[src/rtl/mfc_pkg.sv]
package mfc_pkg;

  typedef enum logic [2:0] {
    ST_IDLE = 3'd0,
    ST_FMT  = 3'd1,
    ST_DATA = 3'd2,
    ST_RED  = 3'd3,
    ST_TAIL = 3'd4
  } mfc_state_e;

  function automatic int unsigned max3(input int unsigned a, b, c);
    int unsigned m;
    m = (a > b) ? a : b;
    return (m > c) ? m : c;
  endfunction

endpackage

[src/rtl/mfc_mode_dec.sv]
module mfc_mode_dec (
  input  logic [2:0] op_mode,
  output logic       is_status,
  output logic       rx_sel,
  output logic       tx_sel
);
  // op_mode = {rx, tx, async}
  always_comb begin
    rx_sel    = op_mode[2];
    tx_sel    = !op_mode[2] && op_mode[1];
    is_status = (op_mode == 3'b000);
  end
endmodule

[src/rtl/mfc_len_sel.sv]
module mfc_len_sel #(
  parameter int BYTE_W    = 8,
  parameter int CNT_W     = 3,
  parameter int LEN_C3    = 6,
  parameter int LEN_C1    = 4,
  parameter int LEN_C2    = 2,
  parameter int FMT_BITS  = 3,
  parameter int RED_SHORT = 1,
  parameter int RED_LONG  = 2
) (
  input  logic [1:0]        len_code,
  input  logic [BYTE_W-1:0] fmt_byte,
  input  logic              hd_long,
  output logic              var_len,
  output logic [CNT_W-1:0]  fixed_len,
  output logic [CNT_W-1:0]  fmt_len,
  output logic [CNT_W-1:0]  red_len
);
  always_comb begin
    var_len = (len_code == 2'b00);
    unique case (len_code)
      2'b11:   fixed_len = CNT_W'(LEN_C3);
      2'b01:   fixed_len = CNT_W'(LEN_C1);
      2'b10:   fixed_len = CNT_W'(LEN_C2);
      default: fixed_len = '0;
    endcase
    fmt_len = CNT_W'(fmt_byte[FMT_BITS-1:0]);
    red_len = hd_long ? CNT_W'(RED_LONG) : CNT_W'(RED_SHORT);
  end
endmodule

[src/rtl/mfc_byte_cnt.sv]
module mfc_byte_cnt #(
  parameter int CNT_W = 3
) (
  input  logic             clk,
  input  logic             rst_n,
  input  logic             load,
  input  logic [CNT_W-1:0] load_val,
  input  logic             dec,
  output logic             last
);
  logic [CNT_W-1:0] cnt_q, cnt_d;

  always_comb begin
    cnt_d = cnt_q;
    if (load)                   cnt_d = load_val;
    else if (dec && cnt_q != 0) cnt_d = cnt_q - 1'b1;
  end

  always_ff @(posedge clk or negedge rst_n) begin
    if (!rst_n)           cnt_q <= '0;
    else if (load || dec) cnt_q <= cnt_d;
  end

  assign last = (cnt_q == CNT_W'(1));
endmodule

[src/rtl/mfc_err_track.sv]
module mfc_err_track (
  input  logic clk,
  input  logic rst_n,
  input  logic clr,
  input  logic set_short,
  input  logic set_long,
  output logic short_q,
  output logic long_q
);
  logic short_d, long_d;

  always_comb begin
    short_d = clr ? 1'b0 : (short_q | set_short);
    long_d  = clr ? 1'b0 : (long_q  | set_long);
  end

  always_ff @(posedge clk or negedge rst_n) begin
    if (!rst_n) begin
      short_q <= 1'b0;
      long_q  <= 1'b0;
    end else begin
      short_q <= short_d;
      long_q  <= long_d;
    end
  end
endmodule

[src/rtl/msg_frame_ctrl.sv]
module msg_frame_ctrl #(
  parameter int BYTE_W      = 8,
  parameter int LEN_C3      = 6,
  parameter int LEN_C1      = 4,
  parameter int LEN_C2      = 2,
  parameter int FMT_BITS    = 3,
  parameter int RED_SHORT   = 1,
  parameter int RED_LONG    = 2,
  parameter int SYNC_STAGES = 2
) (
  input  logic              clk,
  input  logic              rst_n,
  input  logic [2:0]        op_mode,
  input  logic [1:0]        len_code,
  input  logic              hd_long,
  input  logic              start_req,
  input  logic              rx_start_det,
  input  logic              byte_done,
  input  logic [BYTE_W-1:0] byte_in,
  input  logic              line_end,
  output logic              busy,
  output logic              data_strobe,
  output logic              err,
  output logic [BYTE_W-1:0] bus_out,
  output logic              bus_oe
);
  import mfc_pkg::*;

  localparam int MAX_FIX = mfc_pkg::max3(LEN_C3, LEN_C1, LEN_C2);
  localparam int MAX_LEN = mfc_pkg::max3(MAX_FIX, (1 << FMT_BITS) - 1, RED_LONG);
  localparam int CNT_W   = $clog2(MAX_LEN + 1);

  // reset: asserted asynchronously, released through a synchronizer
  logic [SYNC_STAGES-1:0] rst_pipe;
  logic                   rst_s_n;

  always_ff @(posedge clk or negedge rst_n) begin
    if (!rst_n) rst_pipe <= '0;
    else        rst_pipe <= {rst_pipe[SYNC_STAGES-2:0], 1'b1};
  end
  assign rst_s_n = rst_pipe[SYNC_STAGES-1];

  // mode and length selection
  logic is_status, rx_sel, tx_sel;
  logic var_len;
  logic [CNT_W-1:0] fixed_len, fmt_len, red_len;

  mfc_mode_dec u_mode (
    .op_mode   (op_mode),
    .is_status (is_status),
    .rx_sel    (rx_sel),
    .tx_sel    (tx_sel)
  );

  mfc_len_sel #(
    .BYTE_W(BYTE_W), .CNT_W(CNT_W), .LEN_C3(LEN_C3), .LEN_C1(LEN_C1),
    .LEN_C2(LEN_C2), .FMT_BITS(FMT_BITS), .RED_SHORT(RED_SHORT), .RED_LONG(RED_LONG)
  ) u_len (
    .len_code  (len_code),
    .fmt_byte  (byte_in),
    .hd_long   (hd_long),
    .var_len   (var_len),
    .fixed_len (fixed_len),
    .fmt_len   (fmt_len),
    .red_len   (red_len)
  );

  // sequencing state
  mfc_state_e       state_q, state_d;
  logic             dir_rx_q, dir_rx_d;
  logic             strobe_q, strobe_d;
  logic [BYTE_W-1:0] bus_q;
  logic             cap_byte;
  logic             cnt_load, cnt_dec, cnt_last;
  logic [CNT_W-1:0] cnt_val;
  logic             err_clr, set_short, set_long;
  logic             short_q, long_q;
  logic             tx_go, rx_go, early_end;

  mfc_byte_cnt #(.CNT_W(CNT_W)) u_cnt (
    .clk      (clk),
    .rst_n    (rst_s_n),
    .load     (cnt_load),
    .load_val (cnt_val),
    .dec      (cnt_dec),
    .last     (cnt_last)
  );

  mfc_err_track u_err (
    .clk       (clk),
    .rst_n     (rst_s_n),
    .clr       (err_clr),
    .set_short (set_short),
    .set_long  (set_long),
    .short_q   (short_q),
    .long_q    (long_q)
  );

  always_comb begin
    tx_go     = tx_sel && start_req;
    rx_go     = rx_sel && rx_start_det;
    early_end = dir_rx_q && line_end;

    state_d   = state_q;
    dir_rx_d  = dir_rx_q;
    strobe_d  = 1'b0;
    cap_byte  = 1'b0;
    cnt_load  = 1'b0;
    cnt_val   = '0;
    cnt_dec   = 1'b0;
    err_clr   = 1'b0;
    set_short = 1'b0;
    set_long  = 1'b0;

    unique case (state_q)
      ST_IDLE: begin
        if (tx_go || rx_go) begin
          dir_rx_d = rx_go;
          err_clr  = 1'b1;
          if (var_len) begin
            state_d = ST_FMT;
          end else begin
            state_d  = ST_DATA;
            cnt_load = 1'b1;
            cnt_val  = fixed_len;
          end
        end
      end
      ST_FMT: begin
        if (early_end) begin
          set_short = 1'b1;
          state_d   = ST_IDLE;
        end else if (byte_done) begin
          strobe_d = 1'b1;
          cap_byte = dir_rx_q;
          cnt_load = 1'b1;
          if (fmt_len == '0) begin
            cnt_val = red_len;
            state_d = ST_RED;
          end else begin
            cnt_val = fmt_len;
            state_d = ST_DATA;
          end
        end
      end
      ST_DATA: begin
        if (early_end) begin
          set_short = 1'b1;
          state_d   = ST_IDLE;
        end else if (byte_done) begin
          strobe_d = 1'b1;
          cap_byte = dir_rx_q;
          if (cnt_last) begin
            cnt_load = 1'b1;
            cnt_val  = red_len;
            state_d  = ST_RED;
          end else begin
            cnt_dec = 1'b1;
          end
        end
      end
      ST_RED: begin
        if (early_end) begin
          set_short = 1'b1;
          state_d   = ST_IDLE;
        end else if (byte_done) begin
          if (cnt_last) state_d = dir_rx_q ? ST_TAIL : ST_IDLE;
          else          cnt_dec = 1'b1;
        end
      end
      ST_TAIL: begin
        if (byte_done) set_long = 1'b1;
        if (line_end)  state_d  = ST_IDLE;
      end
      default: state_d = ST_IDLE;
    endcase
  end

  always_ff @(posedge clk or negedge rst_s_n) begin
    if (!rst_s_n) begin
      state_q  <= ST_IDLE;
      dir_rx_q <= 1'b0;
      strobe_q <= 1'b0;
    end else begin
      state_q  <= state_d;
      dir_rx_q <= dir_rx_d;
      strobe_q <= strobe_d;
    end
  end

  always_ff @(posedge clk or negedge rst_s_n) begin
    if (!rst_s_n)      bus_q <= '0;
    else if (cap_byte) bus_q <= byte_in;
  end

  logic [BYTE_W-1:0] status_byte;
  always_comb begin
    status_byte    = '0;
    status_byte[0] = short_q;
    status_byte[1] = long_q;
  end

  assign busy        = (state_q != ST_IDLE);
  assign data_strobe = strobe_q;
  assign err         = short_q | long_q;
  assign bus_oe      = is_status | (dir_rx_q & strobe_q);
  assign bus_out     = is_status ? status_byte : bus_q;
endmodule

[config.mk]
export PLATFORM = sky130hd
export DESIGN_NAME = msg_frame_ctrl
export DESIGN_NICKNAME = d
export VERILOG_FILES = /design/src/rtl/mfc_pkg.sv /design/src/rtl/mfc_mode_dec.sv /design/src/rtl/mfc_len_sel.sv /design/src/rtl/mfc_byte_cnt.sv /design/src/rtl/mfc_err_track.sv /design/src/rtl/msg_frame_ctrl.sv
export SDC_FILE = /design/constraint.sdc
export NUM_CORES = 1
export LEC_CHECK = 0
export ABC_AREA = 1
export BUFFER_PORTS_ARGS = -buffer_cell sky130_fd_sc_hd__buf_2
export CORE_MARGIN = 2
export CORE_UTILIZATION = 46
export CTS_CLUSTER_DIAMETER = 80
export DETAILED_ROUTE_END_ITERATION = 12
export GPL_ROUTABILITY_DRIVEN = 0
export PLACE_DENSITY_LB_ADDON = 0.12
export SLEW_MARGIN = 20
export SYNTH_ARGS = -nofsm -noshare
export SYNTH_HDL_FRONTEND = slang
export SYNTH_SLANG_ARGS = --single-unit
[constraint.sdc]
create_clock -name clk -period 2.9 [get_ports clk]
set_input_delay 0.58 -clock clk [delete_from_list [all_inputs] [get_ports clk]]
set_output_delay 0.58 -clock clk [all_outputs]
set_load 0.01 [all_outputs]
==> out/qor.log, run 1 <==
INFO  status         run_status=completed
INFO  clock_tree     clk-insertion-delay-late=310ps
INFO  pwr            power_density=897.6nW/um2
INFO  sta            grt_setup_unrepaired=false
INFO  setup_path     crit_path_cell_trace=buf_2 > nor3_1 > buf_4 > inv_1 > o21ai_0 > buf_2
INFO  setup_path     slowest_stage=nor3_1
INFO  floorplan      chipWidth=55.18um
INFO  routing        route.final.wire_length=2634um
INFO  hold_path      worst_hold_path_type=input port to asynchronous set/reset pin
INFO  sta            clock-skew-final=11.65ps
INFO  setup_path     critPathCapture=bus_out[1]
INFO  pwr            maximum_vdd_drop=0.5314mV
INFO  final_layout   layout_cell_share_with_drive_strength_beyond_1=0.2095
INFO  floorplan      floorplan.initialDensity=0.4864
INFO  floorplan      rows=18
INFO  logic_synthesis netlist-cell-type-count=20
INFO  routing        route.vias.total=1,157
INFO  logic_synthesis avgSynthCellArea=6.885um2
INFO  clock_tree     post_cts_resize_count=0
INFO  sta            slew-limit-headroom=0.4944
INFO  routing        drtPass1Iterations=4
INFO  sta            fin_worst_hold_slack=36.85ps
INFO  setup_path     critical_path.n_buffers_inverters=4
INFO  clock_tree     clk_path_buf_depth=2
INFO  clock_tree     clock-sinks=20
INFO  pwr            cellLeakagePower=0.8625nW
INFO  placed_design  place_hpwl=2050um
INFO  clock_tree     clock_tree_root_buffer_cell=clkbuf_4
INFO  setup_path     worst_setup_path_type=input port to output port
INFO  setup_path     critical_path_peak_fanout=7
INFO  logic_synthesis synth_sequential_area_ratio=0.4154
INFO  routing        initialDrtViolationCount=16
INFO  clock_tree     post-cts-setup-buffer-count=0
INFO  sta            setup_tns=0ps
INFO  sta            max_freq=497.6MHz
INFO  grt            wire_length_of_the_first_global_routing_pass=3974um
INFO  logic_synthesis syn-instance-count=175
INFO  routing        route.antenna.remaining_nets=0
INFO  setup_path     worstSetupEndpointType=output port
INFO  final_layout   final_core_util=0.5773
INFO  setup_path     cp-start-kind=input port
INFO  grt            vias_in_the_first_global_route=1,023
INFO  setup_path     reg2reg_from=dir_rx_q
INFO  clock_tree     tritoncts=yes
INFO  routing        drcViolationCount=0
INFO  clock_tree     cts-buffers-inserted=3
INFO  grt            grt_overflow_total=0
INFO  sta            finalMaxSlewViolations=0
INFO  final_layout   antenna-diode-count=0
INFO  grt            grt_usage=0.1883
INFO  setup_path     slowest_delay=190ps
INFO  setup_path     cp.required=2320ps
INFO  grt            grt_start_max_net_pins=19
INFO  placed_design  port_buffers=31
INFO  routing        avgRoutedWirePerCell=10.98um
INFO  setup_path     critical_path_depth=6
INFO  setup_path     timing.critical_path.from=op_mode[1]
INFO  floorplan      die_h=55.18um
INFO  sta            finalHoldViolCount=0
INFO  floorplan      placeableCoreArea=2477um2
INFO  setup_path     r2r_path_end=u_cnt.cnt_q[1]
INFO  setup_path     path_delay_family=buffers and inverters
INFO  grt            antenna_found_initial=0
INFO  sta            finalSetupViolations=0
INFO  setup_path     ff2ff_setup_slack=1410ps
INFO  setup_path     worst_ep_arrival_time=1430ps
INFO  clock_tree     h-tree-depth=1
INFO  floorplan      die-area=3045um2
INFO  sta            final_min_period_over_clock_period=0.6929
INFO  logic_synthesis synth.ff_latch_count=20
INFO  setup_path     cpMostUsedCell=buf_2
INFO  final_layout   finalNetCount=234
INFO  job            max_cap_violations=0
INFO  floorplan      io_pins=32
INFO  final_layout   layout-area-overhead-vs-synth=18.69%
INFO  sta            tightest_slew=758.4ps
INFO  setup_path     reg2regPathDepth=8
INFO  sta            final_critical_delay_including_setup_and_external_delays=2010ps
INFO  routing        drt-vias-per-instance=4.821
INFO  logic_synthesis synth.yosys.warnings=0
INFO  clock_tree     clk_pin_slew=110ps
INFO  clock_tree     post_cts_hold_buffer_count=0
INFO  logic_synthesis synth_nets=198
INFO  logic_synthesis netlist_area_pre_place=1205um2
-- layout by cell type, fill, tap and decap left out, drive strengths merged --
master / netlist / routed
nand2: 49 / 49
inv: 38 / 38
buf: 1 / 32
nor2: 24 / 24
dfrtp: 20 / 20
o21ai: 14 / 14
nand3: 13 / 13
clkbuf: 0 / 4
nand3b: 3 / 3
nand4: 3 / 3
ha: 3 / 3
nor3: 2 / 2
a21oi: 1 / 1
o211ai: 1 / 1
xor2: 1 / 1
a31oi: 1 / 1
conb: 1 / 1
-- cell type report --
type | instances | area, um2
fillers | 259 | 1047
multi-input cells | 116 | 550.5
flip-flops and latches | 20 | 500.5
repair buffers | 32 | 162.7
inverters | 38 | 142.6
well taps | 30 | 37.54
clock buffers | 4 | 36.28
-- registers in the layout, indices dropped and copies added, names as in the netlist --
register	cells
data_strobe	1
u_err.long_q	1
u_err.short_q	1
rst_pipe	2
state_q	3
dir_rx_q	1
u_cnt.cnt_q	3
bus_q	8
-- through the flow --
stage / power (mW) / instances / setup WS, ps / cell area [um2]
after CTS: 1.290 / 240 / 884.8 / 1430
after detailed placement: 1.123 / 236 / 890.0 / 1394
after global placement: 1.098 / 236 / 935.9 / 1394
after floorplan: 0.9344 / 175 / 806.0 / 1205
after global routing: 1.404 / 240 / 755.0 / 1430
final: 1.284 / 240 / 890.5 / 1430
-- per-layer routing --
layer	up-vias	GRT usage	part of all wire
li1	611	-	-
met1	512	0.2211	0.47
met2	29	0.3333	0.46
met3	5	0.02419	0.048
met4	0	0.09756	0.021
met5	-	0	0
-- cells by family (layout without fill, tap and decap cells) --
group / Yosys count / in the layout / synth area share
AO/OA/AOI/OAI: 17 / 17 / 0.08514
XOR/XNOR: 1 / 1 / 0.007270
adder cells (fa/ha/maj): 3 / 3 / 0.03116
buffers and inverters: 39 / 74 / 0.1277
flip-flops: 20 / 20 / 0.4154
other: 1 / 1 / 0.003112
AND/OR/NAND/NOR: 94 / 94 / 0.3302
-- report_power, final --
part / leakage, nW / total (mW) / internal, mW / switching [mW]
Combinational: 0.592 / 0.645 / 0.247 / 0.399
Sequential: 0.250 / 0.471 / 0.394 / 0.0777
Clock: 0.0210 / 0.167 / 0.0767 / 0.0903
Total: 0.863 / 1.28 / 0.717 / 0.567
-- Yosys cell counts --
cell type,instances,area share
a31oi_1,1,0.0052
nand2_1,48,0.15
nand4_1,3,0.016
ha_1,3,0.031
nand3b_1,3,0.019
nor2_1,22,0.069
xor2_1,1,0.0073
buf_6,1,0.0093
nand2_2,1,0.0052
dfrtp_1,20,0.42
inv_2,4,0.012
o21ai_0,5,0.021
nand3_1,13,0.054
o21ai_1,9,0.037
inv_1,34,0.11
o211ai_4,1,0.018
nor2_2,2,0.010
conb_1,1,0.0031
a21oi_1,1,0.0041
nor3_1,2,0.0083
-- how the worst min path moves through the flow --
stage / startpoint / endpoint / slack [ps] / cells past startpoint
global placement: rst_pipe[1] / u_cnt.cnt_q[1] / 320 / 0
finish: rst_n / rst_pipe[0] / 40 / 1
floorplan: rst_pipe[1] / bus_q[0] / 230 / 0
CTS: rst_n / rst_pipe[0] / 30 / 1
global route: rst_n / rst_pipe[1] / 30 / 1
detailed placement: rst_pipe[1] / u_cnt.cnt_q[0] / 330 / 0
No activity file was read; power rests on OpenSTA's default activity.
==> run 2: changes to the inputs <==
ABC_AREA = 0   (was 1)
clock period = 1.86 ns   (was 2.9 ns; I/O delays follow)
==> out/qor.log, run 2 <==
INFO  setup_path     reg2reg_from=state_q[0]
INFO  grt            grt_usage=0.1927
INFO  sta            clock-skew-final=2.108ps
INFO  logic_synthesis synth.ff_latch_count=20
INFO  routing        drt-vias-per-instance=5.506
INFO  floorplan      floorplan.initialDensity=0.4776
INFO  final_layout   layout_commonest_cell=buf_2
INFO  placed_design  placed_cell_area=1353um2
INFO  routing        route.vias.total=991
INFO  status         run_status=completed
INFO  logic_synthesis post-synth-top-area-fraction=0.4269
INFO  setup_path     critical_path_peak_fanout=11
INFO  clock_tree     h-tree-depth=1
INFO  grt            grt_start_max_net_pins=19
INFO  clock_tree     clk_path_buf_depth=2
INFO  setup_path     worstSetupEndpointType=flop
INFO  sta            setup_tns=0ps
INFO  logic_synthesis netlist-cell-type-count=41
INFO  clock_tree     clk_pin_slew=120ps
INFO  setup_path     critical_path.n_buffers_inverters=0
INFO  hold_path      worstHoldStart=byte_in[4]
INFO  floorplan      die_h=54.49um
INFO  sta            fin_worst_hold_slack=300.6ps
INFO  logic_synthesis postSynth.asyncResetShare=1.000
INFO  final_layout   multiInputGateArea=624.3um2
INFO  grt            vias_in_the_first_global_route=909
INFO  final_layout   antenna-diode-count=0
INFO  routing        drcViolationCount=0
INFO  placed_design  post-place-ws=123.8ps
INFO  pwr            power_density=1569nW/um2
INFO  hold_path      worst_hold_path_type=input port to flop
INFO  logic_synthesis yosys-top-cells-count=dfrtp_1 (20), mux2_2 (10), nor2_1 (9)
INFO  final_layout   mostFrequentLayoutCells=buf_2 (31), dfrtp_1 (20), mux2_2 (10)
INFO  logic_synthesis synth_sequential_area_ratio=0.4269
INFO  final_layout   largest_register_ffs=8
INFO  clock_tree     clock_tree_root_buffer_cell=clkbuf_4
INFO  floorplan      io_pins=32
INFO  grt            antenna_found_initial=0
INFO  setup_path     cp-start-kind=flop
INFO  pwr            power=2.230mW
INFO  floorplan      die-area=2969um2
INFO  final_layout   n_fill_cell=233
INFO  clock_tree     cts-buffers-inserted=3
INFO  sta            final_min_period_over_clock_period=0.9555
INFO  routing        initialDrtViolationCount=21
INFO  logic_synthesis synth_edf_count=0
INFO  logic_synthesis netlist_area_pre_place=1172um2
INFO  clock_tree     clock-sinks=20
INFO  logic_synthesis synth_nets=138
INFO  clock_tree     tritoncts=yes
INFO  placed_design  port_buffers=31
INFO  logic_synthesis synth_most_common_cell=dfrtp_1
INFO  logic_synthesis synth_top_cells_by_area=dfrtp_1 (43%), mux2_2 (9.6%), a21oi_1 (3.4%), ha_1 (3.2%), nor2b_1 (3.2%)
INFO  pwr            maximum_vdd_drop=0.9234mV
INFO  sta            grt_setup_unrepaired=false
INFO  sta            tightest_slew=724.2ps
INFO  sta            setup_ws=82.75ps
INFO  sta            final_critical_delay_including_setup_and_external_delays=1777ps
INFO  sta            slew-limit-headroom=0.5172
INFO  setup_path     worst_setup_path_type=flop to flop
INFO  grt            wire_length_of_the_first_global_routing_pass=4098um
INFO  setup_path     path_delay_family=compound AO/OA/AOI/OAI gates
INFO  final_layout   layout-area-overhead-vs-synth=21.24%
INFO  clock_tree     clk-insertion-delay-late=290ps
INFO  final_layout   finalNetCount=174
INFO  routing        drtPass1Iterations=4
INFO  setup_path     timing.critical_path.from=state_q[0]
INFO  placed_design  place_hpwl=2095um
INFO  setup_path     worst_ep_arrival_time=1990ps
INFO  setup_path     crit_path_cell_trace=nor3b_1 > o221ai_2 > o221a_4 > a22o_1 > a22oi_1
INFO  setup_path     slowest_stage=dfrtp_1
INFO  floorplan      placeableCoreArea=2455um2
INFO  sta            finalSetupViolations=0
INFO  job            max_cap_violations=0
INFO  final_layout   top_regs=bus_q: 8 flops, state_q: 3 flops, u_cnt.cnt_q: 3 flops
INFO  sta            finalHoldViolCount=0
INFO  routing        avgRoutedWirePerCell=14.80um
INFO  logic_synthesis ys.flop_type=dfrtp_1
INFO  floorplan      chipWidth=54.49um
INFO  grt            grt_overflow_total=0
INFO  setup_path     slowest_delay=580ps
INFO  sta            finalMaxSlewViolations=0
INFO  routing        route.antenna.remaining_nets=0
INFO  sta            max_freq=562.7MHz
INFO  logic_synthesis synth_top_area_cell=dfrtp_1
INFO  final_layout   layout.area.seq=500.5um2
INFO  pwr            cellLeakagePower=0.6742nW
INFO  routing        route.final.wire_length=2664um
INFO  final_layout   finalInstanceArea=1421um2
INFO  logic_synthesis syn-instance-count=115
INFO  final_layout   register_with_the_most_flip_flops=bus_q
INFO  logic_synthesis avgSynthCellArea=10.19um2
INFO  logic_synthesis synth.yosys.warnings=0
INFO  floorplan      rows=18
INFO  setup_path     cp.required=2070ps
INFO  final_layout   layout_cell_share_with_drive_strength_beyond_1=0.3867
## run 2: kinds of logic after synthesis
group,after synthesis,synth area share
AO/OA/AOI/OAI,28,0.1761
XOR/XNOR,1,0.007472
adder cells (fa/ha/maj),3,0.03202
buffers and inverters,10,0.04589
flip-flops,20,0.4269
multiplexers,10,0.09605
other,1,0.003199
AND/OR/NAND/NOR,42,0.2124
## run 2: metal layers
metal | part of all wire | up-vias | wire length, um | global-route usage
met1 | 0.44 | 480 | 1178 | 0.2599
met5 | 0 | - | 0 | 0
met2 | 0.51 | 27 | 1366 | 0.3213
met3 | 0.040 | 2 | 106 | 0.02459
li1 | - | 482 | - | -
met4 | 0.0049 | 0 | 13 | 0.05833
## run 2: report_power, final
part	switching, mW	total (mW)	internal, mW
combinational	0.566	1.10	0.533
sequential	0.169	0.779	0.610
clock	0.135	0.353	0.218
total	0.870	2.23	1.36
## run 2: what timing repair did
action / 4_1_cts / 5_1_grt
endpoints found under the setup margin: 0 / 1
hold endpoints to repair: 2 / 0
setup buffers: 0 / 0
hold buffers: 1 / 0
gates resized for setup: 0 / 1
## run 2: final timing paths
kind / to / slack, ps / cells after the start
setup / recovery: u_cnt.cnt_q[2] / 80 / 5
max in group asynchronous: bus_q[3] / 1100 / 0
min in group asynchronous: bus_q[0] / 310 / 0
setup reg to reg: u_cnt.cnt_q[2] / 80 / 5
hold / removal: bus_q[4] / 300 / 2
hold reg to reg: bus_q[0] / 310 / 0
## run 2: cell type report
type,count,share of cell area
Inverter,7,0.01849
Clock inverter,1,0.02113
Timing Repair Buffer,34,0.1268
Sequential cell,20,0.3521
Multi-Input combinational cell,85,0.4393
Tap cell,30,0.02641
Clock buffer,3,0.01585
## run 2: per-stage QoR
stage,cells,utilization
2_1_floorplan,115,-
3_3_place_gp,175,0.5510
4_1_cts,180,0.5765
5_1_grt,180,0.5790
6_report,180,0.5790
3_5_place_dp,175,0.5510
## run 2: worst reg2reg max path, cell delays in order, from the launching register on
cell and delay, ps:
dfrtp_1 580, nor3b_1 320, o221ai_2 150, o221a_4 170
a22o_1 250, a22oi_1 220
==> run 3: changes to the inputs <==
PLACE_DENSITY = 0.8   (was not set)
PLACE_DENSITY_LB_ADDON = not set   (was 0.12)
clock period = 1.99 ns   (was 1.86 ns; I/O delays follow)
==> out/qor.log, run 3 (synthesized netlist as in run 2, its figures left out) <==
INFO  status         run_status=completed
INFO  sta            grt_setup_unrepaired=false
INFO  routing        drcViolationCount=0
INFO  floorplan      io_pins=32
INFO  floorplan      die_h=54.49um
INFO  clock_tree     clk_pin_slew=120ps
INFO  setup_path     critical_path_peak_fanout=6
INFO  floorplan      chipWidth=54.49um
INFO  sta            setup_tns=0ps
INFO  clock_tree     clk-insertion-delay-late=310ps
INFO  routing        drt-vias-per-instance=5.782
INFO  clock_tree     tritoncts=yes
INFO  final_layout   largest_register_ffs=8
INFO  setup_path     critical_path.n_buffers_inverters=1
INFO  grt            grt_overflow_total=0
INFO  clock_tree     h-tree-depth=1
INFO  final_layout   register_with_the_most_flip_flops=bus_q
INFO  hold_path      worst_hold_path_type=flop to asynchronous set/reset pin
INFO  routing        route.antenna.remaining_nets=0
INFO  sta            final_min_period_over_clock_period=0.9041
INFO  pwr            cellLeakagePower=0.6620nW
INFO  grt            antenna_found_initial=0
INFO  pwr            power_density=1412nW/um2
INFO  pwr            maximum_vdd_drop=0.7331mV
INFO  final_layout   n_fill_cell=226
INFO  sta            clock-skew-final=9.036ps
INFO  job            max_cap_violations=0
INFO  clock_tree     post_cts_resize_count=0
INFO  floorplan      die-area=2969um2
INFO  sta            tightest_slew=736.4ps
INFO  grt            grt_start_max_net_pins=19
INFO  grt            vias_in_the_first_global_route=974
INFO  grt            grt_usage=0.1979
INFO  final_layout   mostFrequentLayoutCells=buf_2 (31), dfrtp_1 (20), mux2_2 (10)
INFO  sta            final_critical_delay_including_setup_and_external_delays=1799ps
INFO  routing        avgRoutedWirePerCell=14.96um
INFO  final_layout   layout_cell_share_with_drive_strength_beyond_1=0.3758
INFO  routing        initialDrtViolationCount=22
INFO  final_layout   layout_commonest_cell=buf_2
INFO  sta            slew-limit-headroom=0.5091
INFO  setup_path     worstSetupEndpointType=flop
INFO  sta            fin_worst_hold_slack=301.7ps
INFO  setup_path     worst_setup_path_type=flop to flop
INFO  setup_path     slowest_delay=400ps
INFO  placed_design  place_hpwl=2016um
INFO  setup_path     worst_ep_arrival_time=2000ps
INFO  setup_path     path_delay_family=compound AO/OA/AOI/OAI gates
INFO  floorplan      placeableCoreArea=2455um2
INFO  routing        route.final.wire_length=2677um
INFO  clock_tree     clock_tree_root_buffer_cell=clkbuf_4
INFO  setup_path     crit_path_cell_trace=inv_1 > ha_1 > nand2b_1 > o221ai_1 > o221a_4 > nand2_2 > a221o_1
INFO  clock_tree     clock-sinks=20
INFO  final_layout   top_regs=bus_q: 8 flops, state_q: 3 flops, u_cnt.cnt_q: 3 flops
INFO  setup_path     cp.required=2190ps
INFO  routing        drtPass1Iterations=4
INFO  setup_path     ff2ff_setup_slack=190ps
INFO  routing        route.vias.total=1,035
INFO  floorplan      floorplan.initialDensity=0.4776
INFO  floorplan      rows=18
INFO  final_layout   finalInstanceArea=1391um2
INFO  final_layout   antenna-diode-count=0
INFO  sta            finalHoldViolCount=0
INFO  sta            finalMaxSlewViolations=0
INFO  final_layout   layout-area-overhead-vs-synth=18.68%
INFO  placed_design  port_buffers=31
INFO  setup_path     slowest_stage=dfrtp_1
INFO  sta            max_freq=555.8MHz
INFO  clock_tree     clk_path_buf_depth=2
INFO  setup_path     cp-start-kind=flop
INFO  clock_tree     cts-buffers-inserted=3
INFO  placed_design  placed_cell_area=1345um2
INFO  final_layout   finalNetCount=173
INFO  sta            finalSetupViolations=0
INFO  grt            wire_length_of_the_first_global_routing_pass=4119um
run 3: cell count changes in the layout (fill, tap and decap cells not counted):
cell	before	now
o221ai_2	1	0
o221ai_1	0	1
clkbuf_8	0	1
bufinv_16	1	0
buf_4	2	1
run 3: per-stage QoR:
step	util	std cells	worst slack [ps]	total power [mW]
6_report	0.5668	179	190.7	1.964
5_1_grt	0.5668	179	128.1	2.094
3_5_place_dp	0.5479	174	227.1	1.723
3_3_place_gp	0.5479	174	241.7	1.675
2_1_floorplan	-	115	178.7	1.452
4_1_cts	0.5668	179	203.8	1.970
run 3: final cells by class:
class | count | area (um2) | share of cell area
clock buffers | 4 | 36.28 | 0.02608
inverters | 7 | 26.28 | 0.01888
multi-input cells | 85 | 618.1 | 0.4442
flip-flops and latches | 20 | 500.5 | 0.3597
well taps | 30 | 37.54 | 0.02698
repair buffers | 33 | 172.7 | 0.1241
run 3: path summary, 6_finish.rpt:
kind                                      from        endpoint  cells past startpoint
worst max-delay path            u_cnt.cnt_q[1]  u_cnt.cnt_q[0]                      7
worst min-delay path               rst_pipe[1]        dir_rx_q                      0
worst max register to register  u_cnt.cnt_q[1]  u_cnt.cnt_q[0]                      7
worst min register to register     rst_pipe[1]        dir_rx_q                      0
max in group asynchronous          rst_pipe[1]        bus_q[3]                      0
min in group clk                    byte_in[6]        bus_q[6]                      2
run 3: routing by layer:
layer / up-vias / global-route usage / wire length [um]
met4: 0 / 0.1083 / 40
met1: 486 / 0.2469 / 1076
li1: 482 / - / -
met5: - / 0 / 0
met2: 61 / 0.3373 / 1338
met3: 6 / 0.01639 / 221
run 3: report_power, final:
group          internal (mW)  leakage (nW)  total (mW)  switching (mW)
logic                  0.484         0.394        1.00           0.516
clock network          0.112        0.0210       0.238           0.127
registers              0.570         0.247       0.726           0.156
run 3: repair_timing:
item,4_1_cts,5_1_grt
buffers inserted,0,0
endpoints found under the setup margin,0,0
hold buffers,1,0
endpoints found under the hold margin,2,0
